File: src/rtl/adc_rd_pkg.sv
package adc_rd_pkg;
    typedef enum logic [2:0] {
        ST_IDLE  = 3'd0,
        ST_WAKE  = 3'd1,
        ST_CONV  = 3'd2,
        ST_SHIFT = 3'd3,
        ST_GAP   = 3'd4
    } rd_state_e;
endpackage

File: src/rtl/adc_rd_tmr.sv
// Free-running phase timer: counts from zero, flags the last cycle of a
// phase of length lim, restarts on clr.
module adc_rd_tmr #(
    parameter int CNT_W = 8
) (
    input  logic             clk,
    input  logic             rst_n,
    input  logic             clr,
    input  logic [CNT_W-1:0] lim,
    output logic             hit
);
    logic [CNT_W-1:0] cnt_q;

    always_ff @(posedge clk or negedge rst_n) begin
        if (!rst_n)   cnt_q <= '0;
        else if (clr) cnt_q <= '0;
        else          cnt_q <= cnt_q + 1'b1;
    end

    assign hit = (cnt_q == lim - CNT_W'(1));
endmodule

File: src/rtl/adc_rd_sclkgen.sv
// Serial clock generator: toggles on each tick while running, counts
// toggles and reports the index of the next rising edge.
module adc_rd_sclkgen #(
    parameter int FRAME_CLKS = 16,
    localparam int EDGE_W    = $clog2(2 * FRAME_CLKS)
) (
    input  logic              clk,
    input  logic              rst_n,
    input  logic              run,
    input  logic              tick,
    output logic              sclk,
    output logic              rise,
    output logic [EDGE_W-1:0] rise_num,
    output logic              last_fall
);
    localparam logic [EDGE_W-1:0] LAST_TOG = EDGE_W'(2 * FRAME_CLKS - 1);

    logic [EDGE_W-1:0] tog_q;

    always_ff @(posedge clk or negedge rst_n) begin
        if (!rst_n) begin
            sclk  <= 1'b0;
            tog_q <= '0;
        end else if (!run) begin
            sclk  <= 1'b0;
            tog_q <= '0;
        end else if (tick) begin
            sclk  <= ~sclk;
            tog_q <= tog_q + 1'b1;
        end
    end

    assign rise      = run && tick && !sclk;
    assign rise_num  = {1'b0, tog_q[EDGE_W-1:1]} + EDGE_W'(1);
    assign last_fall = run && tick && sclk && (tog_q == LAST_TOG);
endmodule

File: src/rtl/adc_rd_shreg.sv
// MSB-first capture register; each stage built by generate.
module adc_rd_shreg #(
    parameter int DATA_W = 12
) (
    input  logic              clk,
    input  logic              rst_n,
    input  logic              shift_en,
    input  logic              din,
    output logic [DATA_W-1:0] q
);
    for (genvar i = 0; i < DATA_W; i++) begin : g_stage
        logic nxt;
        if (i == 0) begin : g_head
            assign nxt = din;
        end else begin : g_body
            assign nxt = q[i-1];
        end
        always_ff @(posedge clk or negedge rst_n) begin
            if (!rst_n)        q[i] <= 1'b0;
            else if (shift_en) q[i] <= nxt;
        end
    end
endmodule

File: src/rtl/adc_rd_ctrl.sv
module adc_rd_ctrl
    import adc_rd_pkg::*;
#(
    parameter int DATA_W     = 12,
    parameter int FRAME_CLKS = 16,
    parameter int HALF_CYC   = 32,
    parameter int WAKE_CYC   = 500,
    parameter int TMO_CYC    = 1875,
    parameter int IDLE_CYC   = 32
) (
    input  logic              clk,
    input  logic              rst_n,
    input  logic              start_i,
    output logic              busy_o,
    output logic [DATA_W-1:0] data_o,
    output logic              valid_o,
    output logic              err_o,
    output logic              adc_cs_n_o,
    output logic              adc_sclk_o,
    output logic              adc_shdn_n_o,
    input  logic              adc_dout_i
);
    localparam int MAX_A   = (HALF_CYC > WAKE_CYC) ? HALF_CYC : WAKE_CYC;
    localparam int MAX_B   = (TMO_CYC > IDLE_CYC) ? TMO_CYC : IDLE_CYC;
    localparam int LIM_MAX = (MAX_A > MAX_B) ? MAX_A : MAX_B;
    localparam int CNT_W   = $clog2(LIM_MAX + 1);
    localparam int EDGE_W  = $clog2(2 * FRAME_CLKS);
    localparam logic [EDGE_W-1:0] FIRST_BIT = EDGE_W'(2);
    localparam logic [EDGE_W-1:0] LAST_BIT  = EDGE_W'(DATA_W + 1);

    rd_state_e         state_q, state_d;
    logic [CNT_W-1:0]  lim;
    logic              tmr_hit, tmr_clr;
    logic              arm_q, eoc_ok;
    logic              sclk_q, rise, last_fall;
    logic [EDGE_W-1:0] rise_num;
    logic              sample_en;
    logic [DATA_W-1:0] sh_q;

    // phase length for the timer
    always_comb begin
        unique case (state_q)
            ST_WAKE:  lim = CNT_W'(WAKE_CYC);
            ST_CONV:  lim = CNT_W'(TMO_CYC);
            ST_SHIFT: lim = CNT_W'(HALF_CYC);
            ST_GAP:   lim = CNT_W'(IDLE_CYC);
            default:  lim = CNT_W'(1);
        endcase
    end

    adc_rd_tmr #(.CNT_W(CNT_W)) tmr_i (
        .clk   (clk),
        .rst_n (rst_n),
        .clr   (tmr_clr),
        .lim   (lim),
        .hit   (tmr_hit)
    );

    adc_rd_sclkgen #(.FRAME_CLKS(FRAME_CLKS)) sclk_i (
        .clk       (clk),
        .rst_n     (rst_n),
        .run       (state_q == ST_SHIFT),
        .tick      (tmr_hit),
        .sclk      (sclk_q),
        .rise      (rise),
        .rise_num  (rise_num),
        .last_fall (last_fall)
    );

    assign sample_en = rise && (rise_num >= FIRST_BIT) && (rise_num <= LAST_BIT);

    adc_rd_shreg #(.DATA_W(DATA_W)) shreg_i (
        .clk      (clk),
        .rst_n    (rst_n),
        .shift_en (sample_en),
        .din      (adc_dout_i),
        .q        (sh_q)
    );

    // end-of-conversion is armed once the line has been seen low
    always_ff @(posedge clk or negedge rst_n) begin
        if (!rst_n)                 arm_q <= 1'b0;
        else if (state_q != ST_CONV) arm_q <= 1'b0;
        else if (!adc_dout_i)       arm_q <= 1'b1;
    end

    assign eoc_ok = arm_q && adc_dout_i;

    // next-state logic
    always_comb begin
        state_d = state_q;
        unique case (state_q)
            ST_IDLE:  if (start_i)   state_d = ST_WAKE;
            ST_WAKE:  if (tmr_hit)   state_d = ST_CONV;
            ST_CONV: begin
                if (eoc_ok)          state_d = ST_SHIFT;
                else if (tmr_hit)    state_d = ST_GAP;
            end
            ST_SHIFT: if (last_fall) state_d = ST_GAP;
            ST_GAP:   if (tmr_hit)   state_d = ST_IDLE;
            default:                 state_d = ST_IDLE;
        endcase
    end

    assign tmr_clr = tmr_hit || (state_d != state_q);

    // state register
    always_ff @(posedge clk or negedge rst_n) begin
        if (!rst_n) state_q <= ST_IDLE;
        else        state_q <= state_d;
    end

    // result and strobes
    always_ff @(posedge clk or negedge rst_n) begin
        if (!rst_n) begin
            data_o  <= '0;
            valid_o <= 1'b0;
            err_o   <= 1'b0;
        end else begin
            valid_o <= (state_q == ST_SHIFT) && last_fall;
            err_o   <= (state_q == ST_CONV) && !eoc_ok && tmr_hit;
            if ((state_q == ST_SHIFT) && last_fall) data_o <= sh_q;
        end
    end

    // pin outputs
    always_comb begin
        busy_o       = (state_q != ST_IDLE);
        adc_cs_n_o   = !((state_q == ST_CONV) || (state_q == ST_SHIFT));
        adc_shdn_n_o = (state_q == ST_WAKE) || (state_q == ST_CONV) || (state_q == ST_SHIFT);
        adc_sclk_o   = sclk_q;
    end
endmodule

File: config.mk
export PLATFORM = sky130hd
export DESIGN_NAME = adc_rd_ctrl
export DESIGN_NICKNAME = d
export VERILOG_FILES = /design/src/rtl/adc_rd_pkg.sv /design/src/rtl/adc_rd_tmr.sv /design/src/rtl/adc_rd_sclkgen.sv /design/src/rtl/adc_rd_shreg.sv /design/src/rtl/adc_rd_ctrl.sv
export SDC_FILE = /design/constraint.sdc
export NUM_CORES = 1
export LEC_CHECK = 0
export ABC_CLOCK_PERIOD_IN_PS = 2900
export CORE_MARGIN = 5
export CORE_UTILIZATION = 51
export CTS_CLUSTER_DIAMETER = 30
export CTS_CLUSTER_SIZE = 12
export DETAILED_ROUTE_END_ITERATION = 8
export PLACE_DENSITY_LB_ADDON = 0.08
export SLEW_MARGIN = 25
export SYNTH_ARGS = -nofsm -noshare
export SYNTH_HDL_FRONTEND = slang
export SYNTH_SLANG_ARGS = --single-unit
File: constraint.sdc
create_clock -name clk -period 2.9 [get_ports clk]
set_clock_uncertainty 0.1 [all_clocks]
set_input_delay 0.58 -clock clk [delete_from_list [all_inputs] [get_ports clk]]
set_output_delay 0.58 -clock clk [all_outputs]
set_load 0.05 [all_outputs]
* Yosys cells after proc, flatten, opt, wreduce, memory -nomap -nowiden
Cells that the tools add are included.
** Word-level totals
- Register bits after elaboration :: 47
- Input bits :: 4
- Output and inout bits :: 18
- Logic and storage cells :: 72
** Cells by class
- Add/subtract/negate cells :: 4
- Order comparisons :: 2
- Eq/ne operators :: 10
- Multiplexer cells :: 15
- Bitwise operators :: 1
- Reduce and logical (&&, ||, !) cells :: 20
** Operators by type and width (count)
- 11-bit one-hot mux with 3 select lines :: 1
- 3-bit two-way mux :: 6
- 3-bit one-hot mux with 5 select lines :: 1
- 11-bit by 1-bit adder with 11-bit output, second input constant :: 1
- 11-bit equality test :: 1
- 11-bit two-way mux :: 1
- 11-bit by 1-bit subtractor with 11-bit output, second input constant :: 1
- 1-bit logical AND :: 10
- 5-bit two-way mux :: 2
- 3-bit by 2-bit equality test with 1-bit output, second input constant :: 2
- 4-bit by 1-bit adder with 5-bit output, second input constant :: 1
- 5-bit by 1-bit adder with 5-bit output, second input constant :: 1
- 5-bit equality test, second input constant :: 1
- 5-bit by 2-bit >= comparator with 1-bit output, second input constant :: 1
- 5-bit by 4-bit less-or-equal comparator with 1-bit output, second input constant :: 1
- 1-bit logical OR :: 4
- 1-bit two-way mux :: 4
- 3-bit by 1-bit equality test with 1-bit output, second input constant :: 1
- 3-bit equality test, second input constant :: 1
- 1-bit logical NOT :: 3
- 3-bit logical NOT :: 1
- 3-bit by 2-bit != test with 1-bit output, second input constant :: 1
- 3-bit != test :: 1
- 3-bit nonzero test :: 1
- other kinds (4) :: 4

* Logic depth before layout (Yosys ltp)
Gate-level depths: netlist of run 1.
- Depth in word-level cells :: 13
- Gate-level depth with buffers :: 11

* Modules after synthesis
Synthesis of run 1 repeated with hierarchy kept, for this count alone.
** Unflattened totals
- Cells, all modules :: 249
- Area total of the unflattened synthesis :: 2703.8 um^2
** By module, submodules not included
- adc_rd_ctrl :: times used 1, cells an instance 73, area an instance 888.4 um^2, sequential area each 450.4 um^2
- adc_rd_tmr :: times used 1, cells an instance 104, area an instance 882.1 um^2, sequential area each 275.3 um^2
- adc_rd_shreg :: times used 1, cells an instance 36, area an instance 566.8 um^2, sequential area each 300.3 um^2
- adc_rd_sclkgen :: times used 1, cells an instance 36, area an instance 366.6 um^2, sequential area each 150.1 um^2

* Least setup slack after synthesis of run 1
No wires, ideal clock.
- Kind :: reg-to-reg
- Start point :: register state_q[1]
- End point :: register data_o[0]
- Library setup time :: 0.125 ns
- Data arrival time :: 2.786 ns
- Slack :: -0.112 ns
- Stages on the path, launching flop included :: 12
- Clock period less this slack :: 3.012 ns
- Path through :: dfrtp_1 > buf_4 > nor3b_1 > inv_1 > ha_1 > xnor2_1 > o211a_1 > o41ai_2 > a2111oi_4 > nand4_2 > buf_6 > mux2_4
** Between the ends
- Word-level cells in the longest chain between the ends :: 9
- Elaborated cells between the ends (all ways) :: 12
** Ends and longest elaborated chain
- start: declaration :: line adc_rd_ctrl.sv:31 : rd_state_e state_q, state_d;
- start signal: assignment :: line adc_rd_ctrl.sv:110 : else state_q <= state_d;
- 3-bit equality test / 3-bit by 2-bit equality test with 1-bit output (equally long branches) :: line adc_rd_ctrl.sv:42, adc_rd_ctrl.sv:62, adc_rd_ctrl.sv:122
- 2-bit OR reduction (no source line)
- 11-bit one-hot mux with 3 select lines :: line adc_rd_ctrl.sv:42 : unique case (state_q)
- 11-bit by 1-bit subtractor with 11-bit output :: line adc_rd_tmr.sv:20 : assign hit = (cnt_q == lim - CNT_W'(1));
- 11-bit equality test :: line adc_rd_tmr.sv:20
- 1-bit logical AND (3 in series) :: line adc_rd_sclkgen.sv:35 : assign last_fall = run && tick && sclk && (tog_q == LAST_TOG);
- 1-bit logical AND * :: line adc_rd_ctrl.sv:122 : if ((state_q == ST_SHIFT) && last_fall) data_o <= sh_q;
- end signal: assignment :: line adc_rd_ctrl.sv:122
- end: declaration :: line adc_rd_ctrl.sv:15 : output logic [DATA_W-1:0] data_o,
Mark *: on every way between the ends. The rest lies on a longest branch, timed or not.
A chain may end at the register's enable or synchronous reset.

* Worst setup path in the final report of run 1
- Start point :: register state_q[2]
- End point :: register shreg_i.q[3], in the netlist shreg_i.g_stage[4].nxt
** Between the ends
- Word-level cells in the longest chain between the ends :: 9
- Elaborated cells between the ends (all ways) :: 12
** Ends and longest elaborated chain
- 3-bit equality test / 3-bit by 2-bit equality test with 1-bit output (equally long branches) :: line adc_rd_ctrl.sv:42, adc_rd_ctrl.sv:62
- 2-bit OR reduction (no source line)
- 11-bit one-hot mux with 3 select lines :: line adc_rd_ctrl.sv:42
- 11-bit by 1-bit subtractor with 11-bit output :: line adc_rd_tmr.sv:20
- 11-bit equality test :: line adc_rd_tmr.sv:20
- 1-bit logical AND * (2 in series) :: line adc_rd_sclkgen.sv:33 : assign rise = run && tick && !sclk;
- 1-bit logical AND * (2 in series) :: line adc_rd_ctrl.sv:70 : assign sample_en = rise && (rise_num >= FIRST_BIT) && (rise_num <= LAST_BIT);
- end signal: indexed assignment :: line adc_rd_shreg.sv:20 : else if (shift_en) q[i] <= nxt;
- end: declaration :: line adc_rd_shreg.sv:9 : output logic [DATA_W-1:0] q
Marks and branches as above.

==> metrics.txt, run 1 <==
# TYPE chip_impl_metric gauge
chip_impl_metric{name="hold_viol",unit=""} 0
chip_impl_info{name="worstSetupPathType",value="reg2reg"} 1
chip_impl_metric{name="clockBufferDepth",unit=""} 2
chip_impl_metric{name="wl",unit="mm"} 4.87
chip_impl_info{name="count_leader_synth",value="sky130_fd_sc_hd__dfrtp_1"} 1
chip_impl_metric{name="power.leakage",unit="nW"} 1.45
chip_impl_info{name="setup.worst_path.end_class",value="flop"} 1
chip_impl_info{name="regToRegEndpoint",value="shreg_i.g_stage[4].nxt$_DFFE_PN0P_"} 1
chip_impl_info{name="yosys_most_used_dff",value="sky130_fd_sc_hd__dfrtp_1"} 1
chip_impl_metric{name="mappedNetlistArea",unit="sq um"} 2470
chip_impl_metric{name="insertedDiodeCount",unit=""} 0
chip_impl_info{name="tritoncts_clock_tree",value="done"} 1
chip_impl_metric{name="regToRegSetupSlack",unit="ns"} 0.06
chip_impl_metric{name="fin_crit_sh",unit="%"} 98.0
chip_impl_metric{name="dpl-instance-area",unit="sq um"} 2840
chip_impl_metric{name="routed_wire_length_per_instance",unit="microns"} 14.8
chip_impl_metric{name="detail_route.drc_violations",unit=""} 0
chip_impl_metric{name="grt_pass1_vias",unit=""} 1648
chip_impl_metric{name="final_max_slew_viol_count",unit=""} 0
chip_impl_metric{name="postSynthCellCount",unit=""} 222
chip_impl_metric{name="synth.mux.area_fraction",unit="%"} 13.5
chip_impl_metric{name="synth_sequential_area_ratio",unit="%"} 47.7
chip_impl_metric{name="syn-mean-instance-area",unit="sq um"} 11.1
chip_impl_metric{name="synth-xor-area-share",unit="%"} 4.97
chip_impl_info{name="holdCritPathClass",value="in2async"} 1
chip_impl_metric{name="synth_enable_flop_cells",unit=""} 0
chip_impl_metric{name="max-cap-violations",unit=""} 0
chip_impl_info{name="reg_to_reg_critical_path_startpoint",value="state_q[2]$_DFF_PN0_"} 1
chip_impl_metric{name="yosys.area_share.simple",unit="%"} 16.1
chip_impl_metric{name="cts.reportedPaths.clkPinSlew",unit="ns"} 0.10
chip_impl_metric{name="arrival",unit="ns"} 2.93
chip_impl_metric{name="drt_iter0_drc",unit=""} 66
chip_impl_info{name="netlist.top_cell.by_area",value="sky130_fd_sc_hd__dfrtp_1"} 1
chip_impl_metric{name="synth_compound_gate_area_share",unit="%"} 10.3
chip_impl_info{name="synth_top_family_by_area",value="simple AND/OR/NAND/NOR gates"} 1
chip_impl_metric{name="worst_slack",unit="ns"} 0.0593
chip_impl_info{name="ctsRootBufferMaster",value="sky130_fd_sc_hd__clkbuf_8"} 1
chip_impl_metric{name="timing.fmax",unit="MHz"} 352
chip_impl_metric{name="area_growth_syn_to_layout",unit="%"} 23.9
chip_impl_info{name="rsz_0062_raised_after_global_routing",value="yes"} 1
chip_impl_metric{name="synth.distinct_cells",unit=""} 51
chip_impl_info{name="yosys-top-cells-count",value="sky130_fd_sc_hd__dfrtp_1 (47), sky130_fd_sc_hd__nor2_1 (24), sky130_fd_sc_hd__mux2_2 (15), sky130_fd_sc_hd__nand2_1 (15), sky130_fd_sc_hd__inv_1 (10)"} 1
chip_impl_metric{name="die_height",unit="microns"} 79.6
chip_impl_metric{name="detail-route-antenna-nets",unit=""} 0
chip_impl_metric{name="final.hold.worst_slack",unit="ns"} 0.0837
chip_impl_metric{name="totalNegativeSetupSlack",unit="ns"} 0
chip_impl_metric{name="slew-limit-headroom",unit="%"} 56.4
chip_impl_info{name="synth.area.top_cells",value="sky130_fd_sc_hd__dfrtp_1 (48%), sky130_fd_sc_hd__mux2_2 (6.8%), sky130_fd_sc_hd__mux2_4 (5.5%)"} 1
chip_impl_metric{name="pwr_density_cell",unit="nW/um^2"} 620
chip_impl_metric{name="postSynthRegisterBits",unit=""} 47
chip_impl_metric{name="die_area",unit="sq um"} 6330
chip_impl_metric{name="synth-warning-count",unit=""} 0
chip_impl_metric{name="placeableCoreArea",unit="sq um"} 4720
chip_impl_info{name="crit_path_start_kind",value="flop"} 1
chip_impl_metric{name="finalInstanceArea",unit="sq um"} 3060
chip_impl_metric{name="syn_nets",unit=""} 233
chip_impl_metric{name="setup_viol_count_final",unit=""} 0
chip_impl_metric{name="antenna_found_initial",unit=""} 0
chip_impl_metric{name="worst-endpoint-required",unit="ns"} 2.98
chip_impl_metric{name="final_net_count",unit=""} 273
chip_impl_metric{name="viasPerCell",unit=""} 5.24
chip_impl_metric{name="num_rows",unit=""} 25
chip_impl_metric{name="pre_cts_slack",unit="ns"} 0.0633
chip_impl_metric{name="buffer_ports.inserted",unit=""} 21
chip_impl_metric{name="final_layout_size_suffix_gt1_share",unit="%"} 26.2
chip_impl_metric{name="place.detailed.hpwl",unit="mm"} 3.42
chip_impl_metric{name="postSynth.asyncResetShare",unit="%"} 100
chip_impl_metric{name="worst_case_vdd_ir_drop",unit="V"} 0.000569
chip_impl_metric{name="yosysTopAreaCellShare",unit="%"} 47.7
chip_impl_metric{name="path_max_fanout",unit=""} 6
chip_impl_metric{name="timing_worst_slew_pin_value",unit="ns"} 0.649
chip_impl_metric{name="maximum_number_of_pins_on_one_net_before_global_route_repair",unit=""} 33
chip_impl_metric{name="h-tree-depth",unit=""} 2
chip_impl_metric{name="tritoncts.num_buffers",unit=""} 5
chip_impl_metric{name="detailroute.via_count",unit=""} 1730
chip_impl_metric{name="numClockSinks",unit=""} 47
chip_impl_metric{name="finalWorstPathRequiredPeriod",unit="ns"} 2.84
chip_impl_metric{name="top_level_ports",unit=""} 22
chip_impl_metric{name="worst-r2r-cell-count",unit=""} 10
chip_impl_metric{name="num-fill-cells",unit=""} 396
chip_impl_metric{name="dr.pass1.iters",unit=""} 5
chip_impl_metric{name="initial_core_util",unit="%"} 52.2
chip_impl_info{name="status",value="complete, no violations"} 1
chip_impl_metric{name="wire_length_of_the_first_global_routing_pass",unit="mm"} 8.07
chip_impl_metric{name="worst_skew_pair.late_latency",unit="ns"} 0.30
chip_impl_metric{name="die_width",unit="microns"} 79.6
chip_impl_metric{name="globalRouteTotalUtil",unit="%"} 16.6
chip_impl_metric{name="synthAdderAreaFrac",unit="%"} 3.55
chip_impl_metric{name="gp_routability_congestion",unit=""} 0.814
chip_impl_metric{name="globalRoute.totalOverflow",unit=""} 0
chip_impl_metric{name="postLayoutCoreUtil",unit="%"} 64.7
[per-stage QoR]
stage | cells | power [W]
3_3_place_gp | 314 | 0.00132
3_5_place_dp | 314 | 0.00133
4_1_cts | 322 | 0.00183
6_report | 330 | 0.00189
5_1_grt | 330 | 0.00201
2_1_floorplan | 222 | 0.00117
[where the power goes]
| group | leakage, nW | internal (W) | switching [W] |
|---|---|---|---|
| clock network | 0.0548 | 0.000260 | 0.000235 |
| registers | 0.640 | 0.000706 | 0.0000867 |
| logic | 0.754 | 0.000283 | 0.000323 |
[worst max path at each step]
| stage | slack [ns] | from | to |
|---|---|---|---|
| finish | 0.06 | state_q[2]$_DFF_PN0_ | shreg_i.g_stage[4].nxt$_DFFE_PN0P_ |
| global route | -0.1 | state_q[2]$_DFF_PN0_ | shreg_i.g_stage[9].nxt$_DFFE_PN0P_ |
| CTS | 0.04 | state_q[0]$_DFF_PN0_ | shreg_i.g_stage[4].nxt$_DFFE_PN0P_ |
| detailed placement | 0.06 | state_q[1]$_DFF_PN0_ | shreg_i.g_stage[4].nxt$_DFFE_PN0P_ |
| global placement | 0.05 | state_q[0]$_DFF_PN0_ | shreg_i.g_stage[2].nxt$_DFFE_PN0P_ |
| floorplan | 0.05 | state_q[1]$_DFF_PN0_ | data_o[0]$_DFFE_PN0P_ |
[registers in the layout (all words and copies together) (netlist names)]
| name | cells |
|---|---|
| data_o | 12 |
| shreg_i.g_stage.nxt | 11 |
| tmr_i.cnt_q | 11 |
| sclk_i.tog_q | 5 |
| state_q | 3 |
| arm_q | 1 |
| err_o | 1 |
| sclk_i.sclk | 1 |
| shreg_i.q | 1 |
| valid_o | 1 |
[repair_timing]
action                     4_1_cts  5_1_grt
hold buffers                     0        0
setup buffers                    0        7
setup endpoints to repair        0       36
gates resized for setup          0       12
hold endpoints to repair         0        0
[placed cells by master (no fill, tap or decap), drive strengths merged, types with 2 or more instances in the layout]
master	synthesis	layout
dfrtp	47	47
buf	7	22
nand4	4	4
nand2b	6	6
and3	4	4
nor3b	3	3
o21ai	2	2
nor2b	3	3
nand2	15	15
a21oi	8	8
xor2	5	5
nor2	24	24
a31oi	2	2
a41o	2	2
o22ai	2	2
nor3	3	3
and2	4	4
a2111oi	2	2
mux2	24	24
mux2i	3	3
xnor2	9	9
clkbuf	2	5
inv	10	11
clkdlybuf4s50	0	20
nand3	5	5
or2	2	2
ha	7	7
[routing by layer]
| metal | vias up | share of wire, % | track usage [%] |
|---|---|---|---|
| met4 | 0 | 1.1 | 3.78 |
| li1 | 854 | - | - |
| met5 | - | 0 | 0 |
| met3 | 7 | 2.8 | 4.06 |
| met1 | 842 | 49 | 22.7 |
| met2 | 27 | 47 | 26.5 |
[kinds of logic after synthesis]
kind of cell | count (synthesis)
AND/OR/NAND/NOR | 77
multiplexers | 27
flip-flops | 47
XOR/XNOR | 14
AO/OA/AOI/OAI | 31
adder cells (fa/ha/maj) | 7
buffers and inverters | 19
[area by class of cell]
class                   instances  area [sq um]  area share (%)
multi-input cells             156          1240            40.5
flip-flops and latches         47          1180            38.5
repair buffers                 42           407            13.3
well taps                      67          83.8            2.74
clock buffers                   5          68.8            2.25
clock inverters                 3          46.3            1.51
inverters                      10          37.5            1.23
[worst max-delay path, cell delays in order (launching register included)]
cell and delay [ns]:
sky130_fd_sc_hd__dfrtp_1 0.40, sky130_fd_sc_hd__or3b_4 0.41, sky130_fd_sc_hd__nand2_2 0.10, sky130_fd_sc_hd__ha_4 0.16
sky130_fd_sc_hd__xnor2_2 0.09, sky130_fd_sc_hd__nor4_2 0.17, sky130_fd_sc_hd__o31ai_2 0.16, sky130_fd_sc_hd__a2111oi_2 0.49
sky130_fd_sc_hd__nand2_1 0.19, sky130_fd_sc_hd__buf_6 0.19, sky130_fd_sc_hd__mux2_2 0.27
No activity file was read; power rests on OpenSTA's default activity.
==> run 2, diff against run 1 <==
Settings changed: GPL_ROUTABILITY_DRIVEN set to 0.
==> results of run 2 <==
Same layout as run 1: the final DEF is identical, and so are final timing and power.
